[config.mk]
export PLATFORM = sky130hd
export DESIGN_NAME = cfg_serial_loader
export DESIGN_NICKNAME = d
export VERILOG_FILES = /design/src/rtl/cfgl_pkg.sv /design/src/rtl/cfgl_datapath.sv /design/src/rtl/cfgl_ctrl.sv /design/src/rtl/cfg_serial_loader.sv
export SDC_FILE = /design/constraint.sdc
export NUM_CORES = 1
export LEC_CHECK = 0
export CAP_MARGIN = 5
export CORE_UTILIZATION = 45
export DETAILED_ROUTE_END_ITERATION = 16
export GPL_TIMING_DRIVEN = 0
export HOLD_SLACK_MARGIN = 0.02
export PLACE_DENSITY = 0.68
export REMOVE_ABC_BUFFERS = 1
export SETUP_SLACK_MARGIN = 0.3
export SLEW_MARGIN = 15
export SYNTH_ARGS = -nofsm -noshare
export SYNTH_HDL_FRONTEND = slang
export SYNTH_SLANG_ARGS = --single-unit
[constraint.sdc]
create_clock -name clk -period 3 [get_ports clk]
set_input_delay 0.45 -clock clk [delete_from_list [all_inputs] [get_ports clk]]
set_output_delay 0.45 -clock clk [all_outputs]
set_load 0.005 [all_outputs]
[src/rtl/cfgl_pkg.sv]
package cfgl_pkg;
  typedef enum logic [2:0] {
    ST_IDLE,
    ST_PROG,
    ST_WAITI,
    ST_LOAD,
    ST_TAIL
  } seqStateT;

  typedef struct packed {
    logic clear;
    logic run;
    logic feed;
  } dpCtlT;
endpackage

[src/rtl/cfgl_datapath.sv]
module cfgl_datapath
  import cfgl_pkg::*;
#(
  parameter int DIV_HALF     = 2,
  parameter int TAIL_TIMEOUT = 16
) (
  input  logic       clk,
  input  logic       rstN,
  input  dpCtlT      ctl,
  input  logic [7:0] inByte,
  input  logic       inValid,
  input  logic       inLast,
  output logic       inReady,
  output logic       cfgClk,
  output logic       cfgData,
  output logic       dataDone,
  output logic       tailOver
);
  localparam int DW = $clog2(DIV_HALF + 1);
  localparam int TW = $clog2(TAIL_TIMEOUT + 1);

  logic [DW-1:0] divCnt;
  logic          cfgClkR;
  logic [7:0]    shReg;
  logic [2:0]    bitCnt;
  logic          haveByte;
  logic          lastByte;
  logic          doneR;
  logic [TW-1:0] riseCnt;

  logic clkGo, tick, riseT, fallT, take;

  assign clkGo   = ctl.run && (ctl.feed ? haveByte : 1'b1);
  assign tick    = clkGo && (divCnt == DW'(DIV_HALF - 1));
  assign riseT   = tick && !cfgClkR;
  assign fallT   = tick && cfgClkR;
  assign inReady = ctl.feed && !haveByte && !doneR && !cfgClkR;
  assign take    = inReady && inValid;

  always_ff @(posedge clk) begin
    if (!rstN || ctl.clear) begin
      divCnt   <= '0;
      cfgClkR  <= 1'b0;
      shReg    <= '0;
      bitCnt   <= '0;
      haveByte <= 1'b0;
      lastByte <= 1'b0;
      doneR    <= 1'b0;
      riseCnt  <= '0;
    end else begin
      if (!clkGo || tick) divCnt <= '0;
      else divCnt <= divCnt + 1'b1;

      if (!ctl.run) cfgClkR <= 1'b0;
      else if (tick) cfgClkR <= ~cfgClkR;

      if (take) begin
        shReg    <= inByte;
        bitCnt   <= '0;
        haveByte <= 1'b1;
        lastByte <= inLast;
      end else if (ctl.feed && fallT) begin
        if (bitCnt == 3'd7) begin
          haveByte <= 1'b0;
          if (lastByte) doneR <= 1'b1;
        end else begin
          shReg  <= {shReg[6:0], 1'b0};
          bitCnt <= bitCnt + 1'b1;
        end
      end

      if (!ctl.feed && riseT && riseCnt != TW'(TAIL_TIMEOUT))
        riseCnt <= riseCnt + 1'b1;
    end
  end

  assign cfgClk   = cfgClkR;
  assign cfgData  = shReg[7];
  assign dataDone = doneR;
  assign tailOver = (riseCnt == TW'(TAIL_TIMEOUT));

  a_r4_idle_clock_low: assert property (@(posedge clk) disable iff (!rstN)
    !ctl.run |=> !cfgClkR);

  a_r3_data_held_high: assert property (@(posedge clk) disable iff (!rstN)
    (cfgClkR && $past(cfgClkR)) |-> $stable(cfgData));

  a_r3_data_held_at_rise: assert property (@(posedge clk) disable iff (!rstN)
    $rose(cfgClkR) |-> $stable(cfgData));

  a_r5_take_restarts_byte: assert property (@(posedge clk) disable iff (!rstN)
    (take && !ctl.clear) |=> (haveByte && !cfgClkR && bitCnt == 3'd0));

  a_r8_tail_bounded: assert property (@(posedge clk) disable iff (!rstN)
    riseCnt <= TW'(TAIL_TIMEOUT));
endmodule

[src/rtl/cfgl_ctrl.sv]
module cfgl_ctrl
  import cfgl_pkg::*;
#(
  parameter int PROG_WIDTH   = 8,
  parameter int INIT_TIMEOUT = 40
) (
  input  logic  clk,
  input  logic  rstN,
  input  logic  start,
  input  logic  initIn,
  input  logic  doneIn,
  input  logic  dataDone,
  input  logic  tailOver,
  output dpCtlT ctl,
  output logic  progN,
  output logic  busy,
  output logic  runOk,
  output logic  runErr,
  output logic  runTimeout
);
  localparam int CMAX = (PROG_WIDTH > INIT_TIMEOUT) ? PROG_WIDTH : INIT_TIMEOUT;
  localparam int CW   = $clog2(CMAX + 1);

  seqStateT      state;
  logic [CW-1:0] cnt;
  logic          initSeenLow;
  logic          okR, errR, toR;

  always_ff @(posedge clk) begin
    if (!rstN) begin
      state       <= ST_IDLE;
      cnt         <= '0;
      initSeenLow <= 1'b0;
      okR         <= 1'b0;
      errR        <= 1'b0;
      toR         <= 1'b0;
    end else begin
      case (state)
        ST_IDLE: begin
          if (start) begin
            state       <= ST_PROG;
            cnt         <= '0;
            initSeenLow <= 1'b0;
            okR         <= 1'b0;
            errR        <= 1'b0;
            toR         <= 1'b0;
          end
        end
        ST_PROG: begin
          if (!initIn) initSeenLow <= 1'b1;
          if (cnt == CW'(PROG_WIDTH - 1)) begin
            state <= ST_WAITI;
            cnt   <= '0;
          end else begin
            cnt <= cnt + 1'b1;
          end
        end
        ST_WAITI: begin
          if (initSeenLow && initIn) begin
            state <= ST_LOAD;
          end else begin
            if (!initIn) initSeenLow <= 1'b1;
            if (cnt == CW'(INIT_TIMEOUT - 1)) begin
              state <= ST_IDLE;
              toR   <= 1'b1;
            end else begin
              cnt <= cnt + 1'b1;
            end
          end
        end
        ST_LOAD: begin
          if (!initIn) begin
            state <= ST_IDLE;
            errR  <= 1'b1;
          end else if (doneIn) begin
            state <= ST_IDLE;
            okR   <= 1'b1;
          end else if (dataDone) begin
            state <= ST_TAIL;
          end
        end
        ST_TAIL: begin
          if (!initIn) begin
            state <= ST_IDLE;
            errR  <= 1'b1;
          end else if (doneIn) begin
            state <= ST_IDLE;
            okR   <= 1'b1;
          end else if (tailOver) begin
            state <= ST_IDLE;
            toR   <= 1'b1;
          end
        end
        default: state <= ST_IDLE;
      endcase
    end
  end

  always_comb begin
    ctl.clear = (state == ST_IDLE);
    ctl.run   = (state == ST_LOAD) || (state == ST_TAIL);
    ctl.feed  = (state == ST_LOAD);
  end

  assign progN      = (state != ST_PROG);
  assign busy       = (state != ST_IDLE);
  assign runOk      = okR;
  assign runErr     = errR;
  assign runTimeout = toR;

  a_r10_one_result: assert property (@(posedge clk) disable iff (!rstN)
    $onehot0({runOk, runErr, runTimeout}));

  a_r10_clear_while_busy: assert property (@(posedge clk) disable iff (!rstN)
    busy |-> !(runOk || runErr || runTimeout));

  a_r9_start_ignored: assert property (@(posedge clk) disable iff (!rstN)
    (busy && start) |=> !$fell(progN));

  a_r2_load_needs_init: assert property (@(posedge clk) disable iff (!rstN)
    (state == ST_LOAD && $past(state == ST_WAITI)) |-> ($past(initIn) && $past(initSeenLow)));
endmodule

[src/rtl/cfg_serial_loader.sv]
module cfg_serial_loader
  import cfgl_pkg::*;
#(
  parameter int DIV_HALF     = 2,
  parameter int PROG_WIDTH   = 8,
  parameter int INIT_TIMEOUT = 40,
  parameter int TAIL_TIMEOUT = 16
) (
  input  logic       clk,
  input  logic       rstN,
  input  logic       start,
  input  logic [7:0] inByte,
  input  logic       inValid,
  input  logic       inLast,
  output logic       inReady,
  input  logic       initIn,
  input  logic       doneIn,
  output logic       progN,
  output logic       cfgClk,
  output logic       cfgData,
  output logic [2:0] modeSel,
  output logic       busy,
  output logic       runOk,
  output logic       runErr,
  output logic       runTimeout
);
  dpCtlT ctl;
  logic  dataDone;
  logic  tailOver;

  cfgl_ctrl #(
    .PROG_WIDTH  (PROG_WIDTH),
    .INIT_TIMEOUT(INIT_TIMEOUT)
  ) u_ctrl (
    .clk       (clk),
    .rstN      (rstN),
    .start     (start),
    .initIn    (initIn),
    .doneIn    (doneIn),
    .dataDone  (dataDone),
    .tailOver  (tailOver),
    .ctl       (ctl),
    .progN     (progN),
    .busy      (busy),
    .runOk     (runOk),
    .runErr    (runErr),
    .runTimeout(runTimeout)
  );

  cfgl_datapath #(
    .DIV_HALF    (DIV_HALF),
    .TAIL_TIMEOUT(TAIL_TIMEOUT)
  ) u_dp (
    .clk     (clk),
    .rstN    (rstN),
    .ctl     (ctl),
    .inByte  (inByte),
    .inValid (inValid),
    .inLast  (inLast),
    .inReady (inReady),
    .cfgClk  (cfgClk),
    .cfgData (cfgData),
    .dataDone(dataDone),
    .tailOver(tailOver)
  );

  assign modeSel = 3'b111;
endmodule

==> metrics, run 1 <==
die area=~4300 um^2; WP data arrival=around 2100 ps; # Max-Cap Violations=0; CTS tree=done; Period minus WS final=2560 ps; Post-Place Cells=270; Max VDD drop=0.316 mV; # fillers=around 360; first-pass GRT wire length=~6.0 mm; clk sink count=35; synth cell count leaders=dfxtp_1 (35), nor2_1 (35), nand2_1 (13), a21oi_1 (11), mux2i_1 (11); Critical Path End Type=output pin; Ports=26; final antenna-violating net count=0; row cnt=22; grt total ovfl=0; crit start category=register; die width=between 60 and 70 um; FMAX=0.390 GHz; DRT iter0 DRCs=65; Yosys top cell area share=between 30% and 40%; Ys Warns=0; setup TNS=0 ps; TritonRoute pass-1 iters=4; Worst Hold Class=reg2reg; hpwl dp=roughly 2.3 mm; Post-synth EDFFs=0; Static Leakage=between 0.0007 and 0.0008 uW; worst hold slack=~420 ps; H-tree depth=2; fraction of layout cells with a size suffix above 1=just under 9%; design area=~2200 um^2; Reg clk slew, reported paths=around 70 ps; IO Port Bufs=22; Synth cell types=47; Final setup viols=0; Slew @ Worst Pin=~650 ps; CP Class=reg2out; dominant synthesized flop cell=dfxtp_1; syn avg cell area=~8.7 um^2; post-synthesis instance total=210; starting density of the core=approximately half; postcts setup bufs=0; unrepaired setup endpoints after global routing=false; Vias=approximately 1500; Worst EP required=around 2600 ps; clk_lat worst skew=280 ps; initial antenna violation count=0; FFs w/ async S/R, synth=0%; # nets final=250; Final Hold Fails=0; pins over their slew limit=0; post-route DRC violation count=0; largest net degree at the start of global routing=20; Core ar.=3770 um^2; GPL Wtd Cong=0.848; clock skew=3.55 ps; Syn-to-layout area delta=17.8%; Synth area leaders=dfxtp_1 (38%), nor2_1 (7.2%), mux2i_1 (6.0%); CTS Hold Bufs=0; synthesized flop and latch total=35; WL/cell=between 10 and 15 um; vias in the first global route=1358; crit-path max FO=18; Placed Area=between 2000 and 2500 um^2; Seq/Total Area, Yosys=a little under two fifths; Die Y=roughly 66 um; CTS max path bufs=2; post-synth top area cell=dfxtp_1; Pwr Density=roughly 500 nW/um^2; Total GRT Usage=between 10% and 20%; status=completed; Vias per Instance=about 5.3; Root Driver=clkbuf_8; period utilization=85.4%; Post-Synthesis Cell Area=1830 um^2; Slew headroom=56.7%; Post-CTS Resized=0; antenna diode count=0; R2R setup slack=about 930 ps; CTS Buf Count=5; fin cells=roughly 280; WL final=3.39 mm; Tot Pwr=around 1100 uW
==> kinds of logic (layout without fill, tap and decap cells) <==
group / after synthesis / in the layout / share of synthesized area [%]
AND/OR/NAND/NOR: 88 / 88 / 25.8
AO/OA/AOI/OAI: 41 / 41 / 15.6
flip-flops: 35 / 35 / 38.2
buffers and inverters: 19 / 37 / 5.80
multiplexers: 11 / 11 / 6.01
XOR/XNOR: 9 / 9 / 4.30
adder cells (fa/ha/maj): 6 / 6 / 4.10
other: 1 / 3 / 0.205
==> path summary, 6_finish.rpt <==
kind | start | to | cells after the start
worst max-delay path | u_ctrl.state[1] | inReady | 3
worst min-delay path | u_dp.divCnt[0] | u_dp.divCnt[0] | 1
worst max register to register | u_ctrl.state[1] | u_dp.shReg[7] | 5
worst min register to register | u_dp.divCnt[0] | u_dp.divCnt[0] | 1
==> registers in the layout (all words and copies together), names as in the netlist <==
name / flops
u_ctrl.cnt: 6
u_ctrl.initSeenLow: 1
u_ctrl.runErr: 1
u_ctrl.runOk: 1
u_ctrl.runTimeout: 1
u_ctrl.state: 3
u_dp.bitCnt: 3
u_dp.cfgClk: 1
u_dp.dataDone: 1
u_dp.divCnt: 2
u_dp.haveByte: 1
u_dp.lastByte: 1
u_dp.riseCnt: 5
u_dp.shReg: 8
==> placed cells by master (no fill, tap or decap), drive strengths merged, types with 2 or more instances in the layout <==
| cell type | count |
|---|---|
| mux2i | 11 |
| or3b | 2 |
| or3 | 2 |
| xnor2 | 5 |
| nor2b | 6 |
| o21ai | 7 |
| inv | 7 |
| and4bb | 2 |
| a211oi | 11 |
| clkbuf | 6 |
| o22ai | 2 |
| and2 | 2 |
| nor2 | 35 |
| dfxtp | 35 |
| nand2b | 2 |
| nand3 | 10 |
| clkdlybuf4s50 | 22 |
| ha | 6 |
| conb | 3 |
| a211o | 3 |
| a21oi | 11 |
| nand3b | 2 |
| nand2 | 14 |
| nand4 | 2 |
| xor2 | 4 |
| nor3 | 2 |
==> power breakdown <==
part	switching (uW)	internal [uW]
combinational	72.8	69.7
clock	168	269
sequential	21.8	477
total	263	815
==> worst max-delay path, stage by stage (launching register included) <==
cell and delay [ps]:
dfxtp_1 660, nand3b_1 200, nor4_2 370, clkdlybuf4s50_1 600
==> layout make-up <==
type / instances / area, um^2 / area share (%)
multi-input cells: 158 / 1030 / 47.9
inverters: 7 / 26.3 / 1.22
clock inverters: 2 / 35.0 / 1.62
flip-flops and latches: 35 / 702 / 32.5
repair buffers: 22 / 220 / 10.2
clock buffers: 6 / 82.6 / 3.82
well taps: 48 / 60.1 / 2.78
==> stage by stage <==
step                utilization [%]  setup WS (ps)
floorplan                         -           1210
global placement               54.1            717
finish                         57.3            438
CTS                            57.2            390
detailed placement             54.1            720
global route                   57.3            306
==> metal layers <==
| metal | global-route usage (%) | up-vias | share of wire [%] |
|---|---|---|---|
| li1 | - | 770 | - |
| met1 | 25.0 | 659 | 51 |
| met2 | 27.0 | 38 | 42 |
| met3 | 3.62 | 8 | 5.4 |
| met4 | 8.15 | 0 | 1.9 |
| met5 | 0 | - | 0 |
Power figures use the tool's default switching activity.
==> inputs of run 2 (changes only) <==
--- a/config.mk
+++ b/config.mk
@@ -6,11 +6,10 @@
 export NUM_CORES = 1
 export LEC_CHECK = 0
 export CAP_MARGIN = 5
-export CORE_UTILIZATION = 45
+export CORE_UTILIZATION = 23
 export DETAILED_ROUTE_END_ITERATION = 16
 export GPL_TIMING_DRIVEN = 0
 export HOLD_SLACK_MARGIN = 0.02
-export PLACE_DENSITY = 0.68
 export REMOVE_ABC_BUFFERS = 1
 export SETUP_SLACK_MARGIN = 0.3
 export SLEW_MARGIN = 15
==> run 2 against run 1 <==
Combinational power barely moved. Largest power group unchanged. Sequential power is essentially flat. Critical path depth unchanged. Hold slack is essentially flat. Critical path type unchanged. Die area grew 92%. Clock skew up 6.4 ps. Final cell count is 19% higher. Design area up 2.4%. Wire length grew 8.1%. Sequential share of layout area down 0.70 points. Fmax grew 6.5%. Clock power down 13%.
==> metrics, run 2 (synthesized netlist as in run 1, its figures left out) <==
final antenna-violating net count=0 (unchanged); H-tree depth=2 (unchanged); worst flop-to-flop path endpoint=u_dp.riseCnt[3] (was u_dp.shReg[7]); die width=91.3 um (was 65.8 um); GPL Wtd Cong=0.753 (was 0.848); Syn-to-layout area delta=20.6% (was 17.8%); TritonRoute pass-1 iters=4 (unchanged); worst hold slack=423 ps (about the same); initial antenna violation count=0 (unchanged); FMAX=0.416 GHz (was 0.390 GHz); WL final=3.67 mm (was 3.39 mm); # fillers=825 (was 357); Total GRT Usage=9.10% (was 18.2%); fraction of layout cells with a size suffix above 1=8.70% (unchanged); unrepaired setup endpoints after global routing=false (unchanged); row cnt=32 (was 22); Period minus WS final=2410 ps (was 2560 ps); R2R setup slack=1090 ps (was 930 ps); largest net degree at the start of global routing=20 (unchanged); first-pass GRT wire length=6.26 mm (was 5.98 mm); max reg flops=8 (unchanged); Reg with most FFs=u_dp.shReg (unchanged); CTS Buf Count=5 (unchanged); Worst Hold Class=reg2reg (unchanged); power share of the combinational group=14.1% (was 13.2%); grt total ovfl=0 (unchanged); biggest regs=u_dp.shReg: 8 flops, u_ctrl.cnt: 6 flops, u_dp.riseCnt: 5 flops (unchanged); clock skew=9.94 ps (was 3.55 ps); DRT iter0 DRCs=58 (was 65); Slew headroom=56.8% (was 56.7%); CTS max path bufs=2 (unchanged); CP Class=reg2out (unchanged); clk_lat worst skew=290 ps (was 280 ps); pins over their slew limit=0 (unchanged); reg2reg start=u_ctrl.state[2] (was u_ctrl.state[1]); Vias per Instance=4.50 (was 5.31); worst hold stages=1 (unchanged); hold_sp=u_dp.divCnt[0] (unchanged); Critical Path End Type=output pin (unchanged); Max VDD drop=0.183 mV (was 0.316 mV); antenna diode count=0 (unchanged); Pwr Density=462 nW/um^2 (was 499 nW/um^2); period utilization=80.2% (was 85.4%); Seq pwr share=48.8% (was 46.2%); Final Hold Fails=0 (unchanged); WL/cell=11.0 um (was 12.2 um); WHS Endpoint=u_dp.divCnt[0] (unchanged); vias in the first global route=1399 (was 1358); Die Y=91.3 um (was 65.8 um); most frequent cells in the layout=nor2_1 (35), dfxtp_1 (33), clkdlybuf4s50_1 (22) (was nor2_1 (35), dfxtp_1 (34), clkdlybuf4s50_1 (22)); Ports=26 (unchanged); die area=8330 um^2 (was 4330 um^2); Tot Pwr=1020 uW (was 1080 uW); status=completed (unchanged); CTS tree=done (unchanged); Net Sw Power=265 uW (was 263 uW); Worst EP required=2550 ps (about the same); Slew @ Worst Pin=646 ps (was 648 ps); Switching Share=26.0% (was 24.4%); post-route DRC violation count=0 (unchanged); Cell Int Power=756 uW (was 815 uW); worst reg2reg path depth=5 (unchanged); commonest non-fill, non-tap cell in the layout=nor2_1 (unchanged); IO Port Bufs=22 (unchanged); Root Driver=clkbuf_8 (unchanged); Vias=1494 (was 1475); crit-path max FO=14 (was 18); Core ar.=7730 um^2 (was 3770 um^2); clk sink count=35 (unchanged); starting density of the core=23.7% (was 48.6%); # nets final=250 (unchanged); Static Leakage=0.000729 uW (was 0.000738 uW); hpwl dp=2.56 mm (was 2.32 mm); crit start category=register (unchanged); WP data arrival=1960 ps (was 2110 ps); # Max-Cap Violations=0 (unchanged); setup TNS=0 ps (unchanged); Reg clk slew, reported paths=70 ps (about the same); Final setup viols=0 (unchanged); clock share of power=37.1% (was 40.6%)
run 2: worst max-delay path by stage:
stage / from / end / slack (ps) / cells after the start
after CTS: u_ctrl.state[0] / inReady / 390 / 3
after global routing: u_ctrl.state[0] / inReady / 450 / 3
after floorplan: u_ctrl.state[0] / u_dp.shReg[1] / 1210 / 5
final: u_ctrl.state[2] / inReady / 590 / 3
after detailed placement: u_ctrl.state[0] / inReady / 720 / 3
after global placement: u_ctrl.state[0] / inReady / 710 / 3
run 2: cell type report:
cell class              count  area (um^2)  area share, %
multi-input cells         158         1030           46.7
flip-flops and latches     35          703           31.8
repair buffers             22          220           9.96
well taps                 102          128           5.77
clock buffers               8          100           4.53
inverters                   7         26.3           1.19
run 2: layer usage:
layer | global-route usage, % | vias to the layer above | wire length, um
met5 | 0 | - | 0
met4 | 3.57 | 0 | 58
met3 | 2.01 | 5 | 92
met2 | 14.8 | 25 | 1630
met1 | 11.6 | 694 | 1880
li1 | - | 770 | -
run 2: power by group through the flow:
stage / Clock (uW) / Combinational [uW] / Sequential, uW
floorplan: 0 / 87.4 / 503
global placement: 0 / 144 / 507
detailed placement: 0 / 145 / 508
CTS: 391 / 146 / 497
global route: 412 / 162 / 501
finish: 379 / 144 / 498
run 2: through the flow:
| step | worst slack [ps] | instance area (um^2) | std cells | util (%) |
|---|---|---|---|---|
| detailed placement | 720 | 2110 | 324 | 27.3 |
| floorplan | 1210 | 1760 | 200 | - |
| finish | 595 | 2210 | 332 | 28.6 |
| global placement | 713 | 2110 | 324 | 27.3 |
| CTS | 387 | 2210 | 332 | 28.6 |
| global route | 452 | 2210 | 332 | 28.6 |
run 2: critical path, stage by stage (launching register included):
cell and delay, ps:
dfxtp_1 430, nand3b_1 250, nor4_2 390, clkdlybuf4s50_1 600
run 2: what timing repair did:
item,CTS,global route
hold endpoints to repair,0,0
resized for setup,0,2
buffers inserted,0,0
setup endpoints to repair,0,1
hold buffers,0,0
==> inputs of run 3 (changes only) <==
==> constraint.sdc (replaced) <==
create_clock -name clk -period 2.15 [get_ports clk]
set_input_delay 0.3225 -clock clk [delete_from_list [all_inputs] [get_ports clk]]
set_output_delay 0.3225 -clock clk [all_outputs]
set_load 0.005 [all_outputs]
==> run 3 against run 2 <==
Wire length grew 5.3%. Clock-buffer cell count stayed put. Critical endpoint is now u_ctrl.state[1]. Sequential power increased by 39%. First-iteration DRC count fell by 34%. Hold slack lost 0.55 ps. Die area is the same. Clock power up 40%. Setup slack got worse by 260 ps. Via count up 2.3%. Non-clock buffer count grew 4. Utilization rose by 0.87 points.
==> metrics, run 3 (synthesized netlist as in run 1, its figures left out) <==
status=completed (unchanged); commonest non-fill, non-tap cell in the layout=nor2_1 (unchanged); Ports=26 (unchanged); H-tree depth=2 (unchanged); die area=8330 um^2 (unchanged); fraction of layout cells with a size suffix above 1=13.2% (was 8.70%); most frequent cells in the layout=nor2_1 (35), dfxtp_1 (30), clkdlybuf4s50_1 (20) (was nor2_1 (35), dfxtp_1 (33), clkdlybuf4s50_1 (22)); first-pass GRT wire length=6.26 mm (unchanged); Max VDD drop=0.257 mV (was 0.183 mV); Switching Share=26.2% (was 26.0%); clock skew=11.0 ps (was 9.94 ps); power share of the combinational group=14.6% (was 14.1%); grt total ovfl=0 (unchanged); worst hold slack=423 ps (about the same); # nets final=254 (was 250); CTS Hold Bufs=0 (unchanged); Core ar.=7730 um^2 (unchanged); clk sink count=35 (unchanged); biggest regs=u_dp.shReg: 8 flops, u_ctrl.cnt: 6 flops, u_dp.riseCnt: 5 flops (unchanged); GPL Wtd Cong=0.753 (unchanged); crit-path max FO=5 (was 14); starting density of the core=23.7% (unchanged); Net Sw Power=376 uW (was 265 uW); Final setup viols=0 (unchanged); Critical Path End Type=register (was output pin); WP data arrival=2000 ps (was 1960 ps); Cell Int Power=1060 uW (was 756 uW); period utilization=84.3%; row cnt=32 (unchanged); Placed Area=2110 um^2 (unchanged); FMAX=about 0.55 GHz; hpwl dp=2.56 mm (unchanged); Slew @ Worst Pin=651 ps (was 646 ps); WL final=3.86 mm (was 3.67 mm); Worst Hold Class=reg2reg (unchanged); multi-input logic area=1060 um^2 (was 1030 um^2); Reg clk slew, reported paths=80 ps (was 70 ps); largest net degree at the start of global routing=20 (unchanged); clk_lat worst skew=290 ps (about the same); max reg flops=8 (unchanged); Final Hold Fails=0 (unchanged); die width=91.3 um (unchanged); crit start category=register (unchanged); Static Leakage=0.000757 uW (was 0.000729 uW); utilization after layout=29.5% (was 28.6%); Worst EP required=2340 ps (was 2550 ps); CP max stage delay=470 ps (was 600 ps); CTS max path bufs=2 (unchanged); Pwr Density=629 nW/um^2 (was 462 nW/um^2); Vias per Instance=4.55 (was 4.50); Reg with most FFs=u_dp.shReg (unchanged); final antenna-violating net count=0 (unchanged); CP Cell Sequence=ha_1 -> and4bb_2 -> a2111oi_1 -> a211oi_2 -> mux2i_1 -> nor2b_1 (was nand3b_1 -> nor4_2 -> clkdlybuf4s50_1); Die Y=91.3 um (unchanged); TritonRoute pass-1 iters=4 (unchanged); WL/cell=11.5 um (was 11.0 um); Seq pwr share=48.4% (was 48.8%); Period minus WS final=around 1800 ps; # Max-Cap Violations=0 (unchanged); post-route DRC violation count=0 (unchanged); Total GRT Usage=9.09% (was 9.10%); sequential standard cell area=717 um^2 (was 703 um^2); Slew headroom=56.5% (was 56.8%); Vias=1528 (was 1494); CP Class=reg2reg (was reg2out); antenna diode count=0 (unchanged); pins over their slew limit=0 (unchanged); vias in the first global route=1391 (was 1399); initial antenna violation count=0 (unchanged); clock share of power=37.0% (was 37.1%); IO Port Bufs=22 (unchanged); CTS tree=done (unchanged); unrepaired setup endpoints after global routing=true (was false); Syn-to-layout area delta=24.3% (was 20.6%); Root Driver=clkbuf_8 (unchanged); CTS Buf Count=5 (unchanged); # fillers=819 (was 825); design area=2280 um^2 (was 2210 um^2); DRT iter0 DRCs=38 (was 58); slowest CP cell=a2111oi_1 (was clkdlybuf4s50_1)
run 3: cell count changes in the layout (fill, tap and decap cells not counted), sizes merged:
cell and change:
clkdlybuf4s50 -2, buf +4, dlygate4sd2 +2
run 3: layer usage:
layer	track usage (%)	vias to the layer above	part of all wire [%]	wire, um
met5	0	-	0	0
met4	3.57	0	1.5	57
met3	2.01	7	2.0	79
met2	14.7	21	47	1810
met1	11.7	720	50	1910
li1	-	780	-	-
run 3: worst paths after layout:
kind                      to      startpoint  depth (start not counted)  slack, ps
min reg2reg   u_dp.divCnt[0]  u_dp.divCnt[0]                          1        420
min           u_dp.divCnt[0]  u_dp.divCnt[0]                          1        420
max reg2reg  u_ctrl.state[1]   u_ctrl.cnt[0]                          6        340
max          u_ctrl.state[1]   u_ctrl.cnt[0]                          6        340
run 3: critical path: cells and delay by family (launching register included):
family | cells | cell delay [ps]
and+or+nand+nor | 2 | 330
adders and majority gates | 1 | 250
DFF | 1 | 350
muxes | 1 | 170
AOI/OAI and AO/OA | 2 | 600
run 3: repair_timing:
action                                 in CTS  in global routing
resized for setup                           9                  9
setup endpoints to repair                  21                 22
cloned                                      0                  0
pin swaps                                   2                  7
endpoints found under the hold margin       0                  0
buffers inserted                            0                  4
run 3: stage by stage:
step / setup TNS [ps] / cells / power (uW) / worst slack (ps)
after floorplan: 0 / 200 / 823 / 359
after global placement: -9.21 / 324 / 909 / -9.21
after detailed placement: -2.47 / 324 / 911 / -2.47
after CTS: 0 / 332 / 1440 / 217
after global routing: 0 / 336 / 1510 / 249
final: 0 / 336 / 1430 / 338
run 3: area by class of cell:
cell class / instances / share of cell area, %
multi-input combinational: 158 / 46.5
sequential: 35 / 31.5
timing repair buffer: 26 / 10.9
tap: 102 / 5.60
clock buffer: 8 / 4.39
inverter: 7 / 1.15
run 3: power by group through the flow:
| stage | clock, uW | combinational (uW) | sequential (uW) |
|---|---|---|---|
| after detailed placement | 0 | 203 | 708 |
| after global placement | 0 | 201 | 707 |
| after floorplan | 0 | 122 | 701 |
| after CTS | 545 | 205 | 695 |
| final | 530 | 209 | 693 |
| after global routing | 575 | 234 | 698 |
